`config.mk`:
```
export PLATFORM = sky130hd
export DESIGN_NAME = pmac_unit
export DESIGN_NICKNAME = d
export VERILOG_FILES = /design/src/rtl/pmac_pkg.sv /design/src/rtl/pmac_lane_mul.sv /design/src/rtl/pmac_pack.sv /design/src/rtl/pmac_delay.sv /design/src/rtl/pmac_unit.sv
export SDC_FILE = /design/constraint.sdc
export NUM_CORES = 2
export LEC_CHECK = 0
export ABC_AREA = 1
export BUFFER_PORTS_ARGS = -buffer_cell sky130_fd_sc_hd__buf_2
export CAP_MARGIN = 20
export CORE_MARGIN = 4
export CORE_UTILIZATION = 65
export CTS_CLUSTER_DIAMETER = 40
export CTS_CLUSTER_SIZE = 12
export DETAILED_ROUTE_END_ITERATION = 10
export PLACE_DENSITY_LB_ADDON = 0.05
export SYNTH_ARGS = -nofsm -noshare
export SYNTH_HDL_FRONTEND = slang
export SYNTH_SLANG_ARGS = --single-unit
```
`constraint.sdc`:
```
create_clock -name clk -period 9.59 [get_ports clk]
set_input_delay 1.918 -clock clk [delete_from_list [all_inputs] [get_ports clk]]
set_output_delay 1.918 -clock clk [all_outputs]
set_load 0.005 [all_outputs]
```
`src/rtl/pmac_pkg.sv`:
```
package pmac_pkg;
  localparam int WORD_W  = 16;
  localparam int N_LANES = 4;
  localparam int PIPE_LAT = 8;

  typedef enum logic [1:0] {
    OP_MUL_LO = 2'b00,
    OP_MUL_HI = 2'b01,
    OP_MAC    = 2'b10,
    OP_RSVD   = 2'b11
  } pmac_op_e;
endpackage

```
`src/rtl/pmac_lane_mul.sv`:
```
module pmac_lane_mul #(
  parameter int W = 16,
  localparam int PW = 2 * W
) (
  input  logic          clk,
  input  logic          rst_n,
  input  logic [W-1:0]  a,
  input  logic [W-1:0]  b,
  output logic [PW-1:0] prod_q
);
  function automatic logic [PW-1:0] smul(input logic [W-1:0] x, input logic [W-1:0] y);
    logic signed [PW-1:0] xs, ys;
    xs = PW'($signed(x));
    ys = PW'($signed(y));
    return xs * ys;
  endfunction

  always_ff @(posedge clk) begin
    if (!rst_n) prod_q <= '0;
    else        prod_q <= smul(a, b);
  end

  // Unsigned low-half view, independent of the signed path.
  logic [W-1:0] ulo_chk;
  logic         live_q;
  assign ulo_chk = W'(a * b);
  always_ff @(posedge clk) live_q <= rst_n;

  assert_lo_sign_agnostic_R1: assert property (@(posedge clk) disable iff (!rst_n)
    live_q |-> prod_q[W-1:0] == $past(ulo_chk));
endmodule

```
`src/rtl/pmac_pack.sv`:
```
module pmac_pack
  import pmac_pkg::*;
#(
  parameter int W = 16,
  parameter int LANES = 4,
  localparam int PW = 2 * W,
  localparam int DW = LANES * W,
  localparam int PAIRS = LANES / 2
) (
  input  logic                valid,
  input  pmac_op_e            op,
  input  logic [LANES*PW-1:0] prods,
  output logic [DW-1:0]       result
);
  logic [DW-1:0] lo_pack, hi_pack, mac_pack;

  function automatic logic [PW-1:0] pair_sum(input logic [PW-1:0] p, input logic [PW-1:0] q);
    logic signed [PW:0] s;
    s = (PW+1)'($signed(p)) + (PW+1)'($signed(q));
    return s[PW-1:0];
  endfunction

  for (genvar i = 0; i < LANES; i++) begin : g_lane
    assign lo_pack[i*W +: W] = prods[i*PW +: W];
    assign hi_pack[i*W +: W] = prods[i*PW+W +: W];
  end

  for (genvar j = 0; j < PAIRS; j++) begin : g_pair
    assign mac_pack[j*PW +: PW] = pair_sum(prods[(2*j)*PW +: PW], prods[(2*j+1)*PW +: PW]);
  end

  always_comb begin
    result = '0;
    if (valid) begin
      unique case (op)
        OP_MUL_LO: result = lo_pack;
        OP_MUL_HI: result = hi_pack;
        OP_MAC:    result = mac_pack;
        default:   result = '0;
      endcase
    end
  end
endmodule

```
`src/rtl/pmac_delay.sv`:
```
module pmac_delay #(
  parameter int WIDTH = 8,
  parameter int DEPTH = 4
) (
  input  logic             clk,
  input  logic             rst_n,
  input  logic [WIDTH-1:0] d,
  output logic [WIDTH-1:0] q
);
  if (DEPTH == 0) begin : g_pass
    assign q = d;
  end else begin : g_chain
    logic [WIDTH-1:0] stg [DEPTH];
    for (genvar i = 0; i < DEPTH; i++) begin : g_stg
      always_ff @(posedge clk) begin
        if (!rst_n)      stg[i] <= '0;
        else if (i == 0) stg[i] <= d;
        else             stg[i] <= stg[(i == 0) ? 0 : i-1];
      end
    end
    assign q = stg[DEPTH-1];
  end
endmodule

```
`src/rtl/pmac_unit.sv`:
```
module pmac_unit
  import pmac_pkg::*;
#(
  parameter int W = WORD_W,
  parameter int LANES = N_LANES,
  parameter int LAT = PIPE_LAT,
  localparam int PW = 2 * W,
  localparam int DW = LANES * W,
  localparam int CW = $clog2(LAT + 2) + 1
) (
  input  logic          clk,
  input  logic          rst_n,
  input  logic          in_valid,
  input  logic [1:0]    in_op,
  input  logic [63:0]   in_a,
  input  logic [63:0]   in_b,
  output logic          out_valid,
  output logic [63:0]   out_data
);
  // Stage 1: products, opcode and valid.
  logic [LANES*PW-1:0] prods;
  logic                s1_valid;
  pmac_op_e            s1_op;

  for (genvar i = 0; i < LANES; i++) begin : g_mul
    pmac_lane_mul #(.W(W)) u_mul (
      .clk(clk), .rst_n(rst_n),
      .a(in_a[i*W +: W]), .b(in_b[i*W +: W]),
      .prod_q(prods[i*PW +: PW])
    );
  end

  always_ff @(posedge clk) begin
    if (!rst_n) begin
      s1_valid <= 1'b0;
      s1_op    <= OP_MUL_LO;
    end else begin
      s1_valid <= in_valid;
      s1_op    <= pmac_op_e'(in_op);
    end
  end

  // Stage 2: packed result.
  logic [DW-1:0] packed_res, res_q;
  logic          v2_q;

  pmac_pack #(.W(W), .LANES(LANES)) u_pack (
    .valid(s1_valid), .op(s1_op), .prods(prods), .result(packed_res)
  );

  always_ff @(posedge clk) begin
    if (!rst_n) begin
      res_q <= '0;
      v2_q  <= 1'b0;
    end else begin
      res_q <= packed_res;
      v2_q  <= s1_valid;
    end
  end

  // Remaining stages: plain delay to reach the total latency.
  logic [DW:0] tail_q;
  pmac_delay #(.WIDTH(DW + 1), .DEPTH(LAT - 2)) u_tail (
    .clk(clk), .rst_n(rst_n), .d({v2_q, res_q}), .q(tail_q)
  );

  assign out_valid = tail_q[DW];
  assign out_data  = tail_q[DW-1:0];

  // Observation wires for the assertions.
  logic          live_q;
  logic [CW-1:0] inflight_q;
  logic          wrap_case;
  logic [DW-1:0] wrap_word;

  always_ff @(posedge clk) begin
    live_q <= rst_n;
    if (!rst_n) inflight_q <= '0;
    else        inflight_q <= inflight_q + CW'(in_valid) - CW'(out_valid);
  end

  assign wrap_case = s1_valid && (s1_op == OP_MAC) &&
                     (prods == {LANES{1'b0, 1'b1, (PW-2)'(0)}});
  assign wrap_word = {(LANES/2){1'b1, (PW-1)'(0)}};

  assert_rsvd_zero_R7: assert property (@(posedge clk) disable iff (!rst_n)
    live_q && s1_valid && s1_op == OP_RSVD |=> v2_q && res_q == '0);

  assert_mac_wrap_R4: assert property (@(posedge clk) disable iff (!rst_n)
    live_q && wrap_case |=> res_q == wrap_word);

  assert_idle_zero_R9: assert property (@(posedge clk) disable iff (!rst_n)
    !out_valid |-> out_data == '0);

  assert_inflight_bound_R5: assert property (@(posedge clk) disable iff (!rst_n)
    inflight_q <= CW'(LAT));

  assert_no_phantom_R5: assert property (@(posedge clk) disable iff (!rst_n)
    out_valid |-> inflight_q != '0);
endmodule

```
==> results_dict.tcl <==
set metrics [dict create \
    syn_inst 8327 \
    hp-start "v2_q" \
    core_area_um2 96900 \
    clock_latency_ns 0.62 \
    setup_tns_ns 0 \
    postCtsSetupRepairBufs 0 \
    slew_headroom_pct 33.1 \
    ys_types 41 \
    critPathRequiredTime_ns 10.12 \
    die_h_um 321 \
    reg2reg_depth 11 \
    synthesis.nets 9900 \
    syn2layout_area_growth_pct 5.79 \
    vias 50100 \
    synth_commonest_cells "inv_1, nand2_1, fa_1, dfxtp_1, ha_1" \
    routed_wl_mm 161 \
    grt_pass1_wl_mm 264 \
    clock_skew_ns 0.0240 \
    post-dp-hpwl_mm 133 \
    fmax_mhz 142 \
    post-route-period-util_pct 73.6 \
    worstHoldEndpoint "u_tail.g_chain.stg[0][64]" \
    rsz0062_at_grt "false" \
    gp_congestion 0.981 \
    clock-sinks 586 \
    synth_seq_cells 586 \
    synth_top_area_cell "fa_1" \
    fillers 8078 \
    period_needed_ns 7.06 \
    drive_gt1_share_pct 5.11 \
    synth.avg_cell_area_um2 7.63 \
    die-area_um2 103000 \
    rows 114 \
    cts_max_level 3 \
    synth_top_cell_area_share_pct 33.1 \
    clkSlewWorstSetupHoldPaths_ns 0.05 \
    worstReg2RegEnd "res_q[28]" \
    drtPass1Iterations 6 \
    initial_core_util_pct 65.6 \
    synth.most_common_cell "inv_1" \
    r2r_start "g_mul[0].u_mul.prod_q[0]" \
    worstSetupPathType "in -> reg" \
    hold_viol 0 \
    arrival_ns 7.59 \
    tightest_slew_ns 1.00 \
    worstPathMaxFanout 16 \
    cts_tree "yes" \
    cts_root_buf "clkbuf_16" \
    synth_edf_count 0 \
    drtIter0Drc 3919 \
    async_flop_share_pct 0 \
    hold_path_depth 2 \
    routedWlPerCell_um 16.8 \
    antenna_found_initial 2 \
    yosysSeqAreaShare_pct 18.5 \
    slew_viol_final 0 \
    port-buffer-count 197 \
    worst_setup_path_end_kind "flop" \
    cts_buffer_depth 3 \
    fin_area_um2 67200 \
    cts_buffers 72 \
    startpoint_type "input port" \
    placed_area_um2 65000 \
    synth_area_um2 63500 \
    diodes 0 \
    ioPinCount 198 \
    drc_errors 0 \
    holdBufCountCts 0 \
    status "completed" \
    grt_use_total_pct 32.3 \
    cap_violations 0 \
    globalRouteOverflowTotal 0 \
    setup_viol 0 \
    ys_warn_count 0 \
    grt_max_degree 243 \
    grt_pass1_vias 51200 \
    final_antenna_net_count 0 \
    synth.area.top_cells "fa_1, dfxtp_1, inv_1" \
    via_per_inst 5.22 \
    num-nets-final 9868 \
    yosys_most_used_dff "dfxtp_1" \
    die_w_um 321 \
    hold_class "reg -> reg" \
    r2r_slack_ns 6.72 \
    cts_resized 0 \
]
-- final cells by class --
type	instances	area (um2)	area share, %
Multi-Input combinational cell	5024	41600	61.8
Sequential cell	586	11700	17.5
Inverter	2406	9030	13.4
Clock buffer	79	1860	2.77
Tap cell	1276	1600	2.38
Timing Repair Buffer	205	1070	1.59
Clock inverter	25	369	0.549
-- stage by stage --
step / utilization (%) / instances / setup WS, ns / hold WS (ns)
after floorplan: - / 8327 / 2.45 / 0.390
after global placement: 67.1 / 9497 / 2.05 / 0.393
after detailed placement: 67.1 / 9497 / 1.99 / 0.397
after CTS: 69.4 / 9601 / 2.59 / 0.405
after global routing: 69.4 / 9601 / 2.09 / 0.412
final: 69.4 / 9601 / 2.53 / 0.401
-- per-layer routing --
layer | vias to the layer above | share of wire [%] | global-route usage [%]
met5 | - | 0.0081 | 0
met1 | 24100 | 43 | 45.0
li1 | 23800 | - | -
met2 | 1922 | 46 | 52.8
met4 | 2 | 3.1 | 9.52
met3 | 345 | 7.9 | 5.17
-- worst max-delay path by stage --
stage,endpoint,depth (start not counted),startpoint
after floorplan,g_mul[0].u_mul.prod_q[31],24,in_b[6]
after global placement,g_mul[1].u_mul.prod_q[30],19,in_a[31]
after detailed placement,g_mul[2].u_mul.prod_q[31],20,in_a[47]
after CTS,g_mul[2].u_mul.prod_q[31],22,in_a[47]
after global routing,g_mul[2].u_mul.prod_q[31],20,in_a[47]
final,g_mul[2].u_mul.prod_q[31],20,in_a[47]
-- flip-flops by register name, indices dropped and copies added, names as in the netlist --
| register | count |
|---|---|
| s1_op | 2 |
| v2_q | 1 |
| res_q | 64 |
| u_tail.g_chain.stg | 390 |
| s1_valid | 1 |
| g_mul.u_mul.prod_q | 128 |
-- placed cells by master, fill, tap and decap left out, types with 3 or more instances in the layout --
cell type      n
a31oi_1       28
inv_6          5
a22o_1        37
xnor2_1       26
and2_1        11
nor2_1       335
o21ai_2        4
nand3_1      203
clkbuf_1       5
inv_1       2396
o21bai_1      37
nor3_1        38
or2_2         28
or2_1          7
inv_8          7
nand2_1     2213
fa_1        1050
buf_4          7
nor3_2        12
nor2_2         9
nand4_1       44
nand3_2        7
o21a_1        40
buf_2        196
clkbuf_16     73
bufinv_16      3
a21oi_2        5
clkinvlp_4     3
ha_1         390
xor2_1        11
a21o_1        19
o21ai_0      129
inv_2         10
nand2_2       44
clkinv_8       3
dfxtp_1      586
a21oi_1      279
-- logic make-up (layout without fill, tap and decap cells) --
kind of cell	Yosys count	after routing	synth area share, %
AND/OR/NAND/NOR	2962	2962	18.8
flip-flops	586	586	18.5
XOR/XNOR	37	37	0.510
buffers and inverters	2717	2715	16.1
AO/OA/AOI/OAI	585	585	5.34
adder cells (fa/ha/maj)	1440	1440	40.8
-- critical path, cell delays in order --
cell	delay, ns
buf_2	0.29
nand2_1	0.16
inv_1	0.15
fa_1	0.56
fa_1	0.93
fa_1	0.53
fa_1	0.51
fa_1	0.49
inv_1	0.05
fa_1	0.48
inv_1	0.04
ha_1	0.38
nand2_1	0.12
o21ai_0	0.41
a21oi_1	0.09
o21ai_0	0.17
nor2_1	0.08
nand2_1	0.07
nand2_1	0.04
nor2_1	0.09
Power is left out: the tool's default activity adds up to more than one toggle a clock period on the data nets, which glitch-free logic cannot reach.
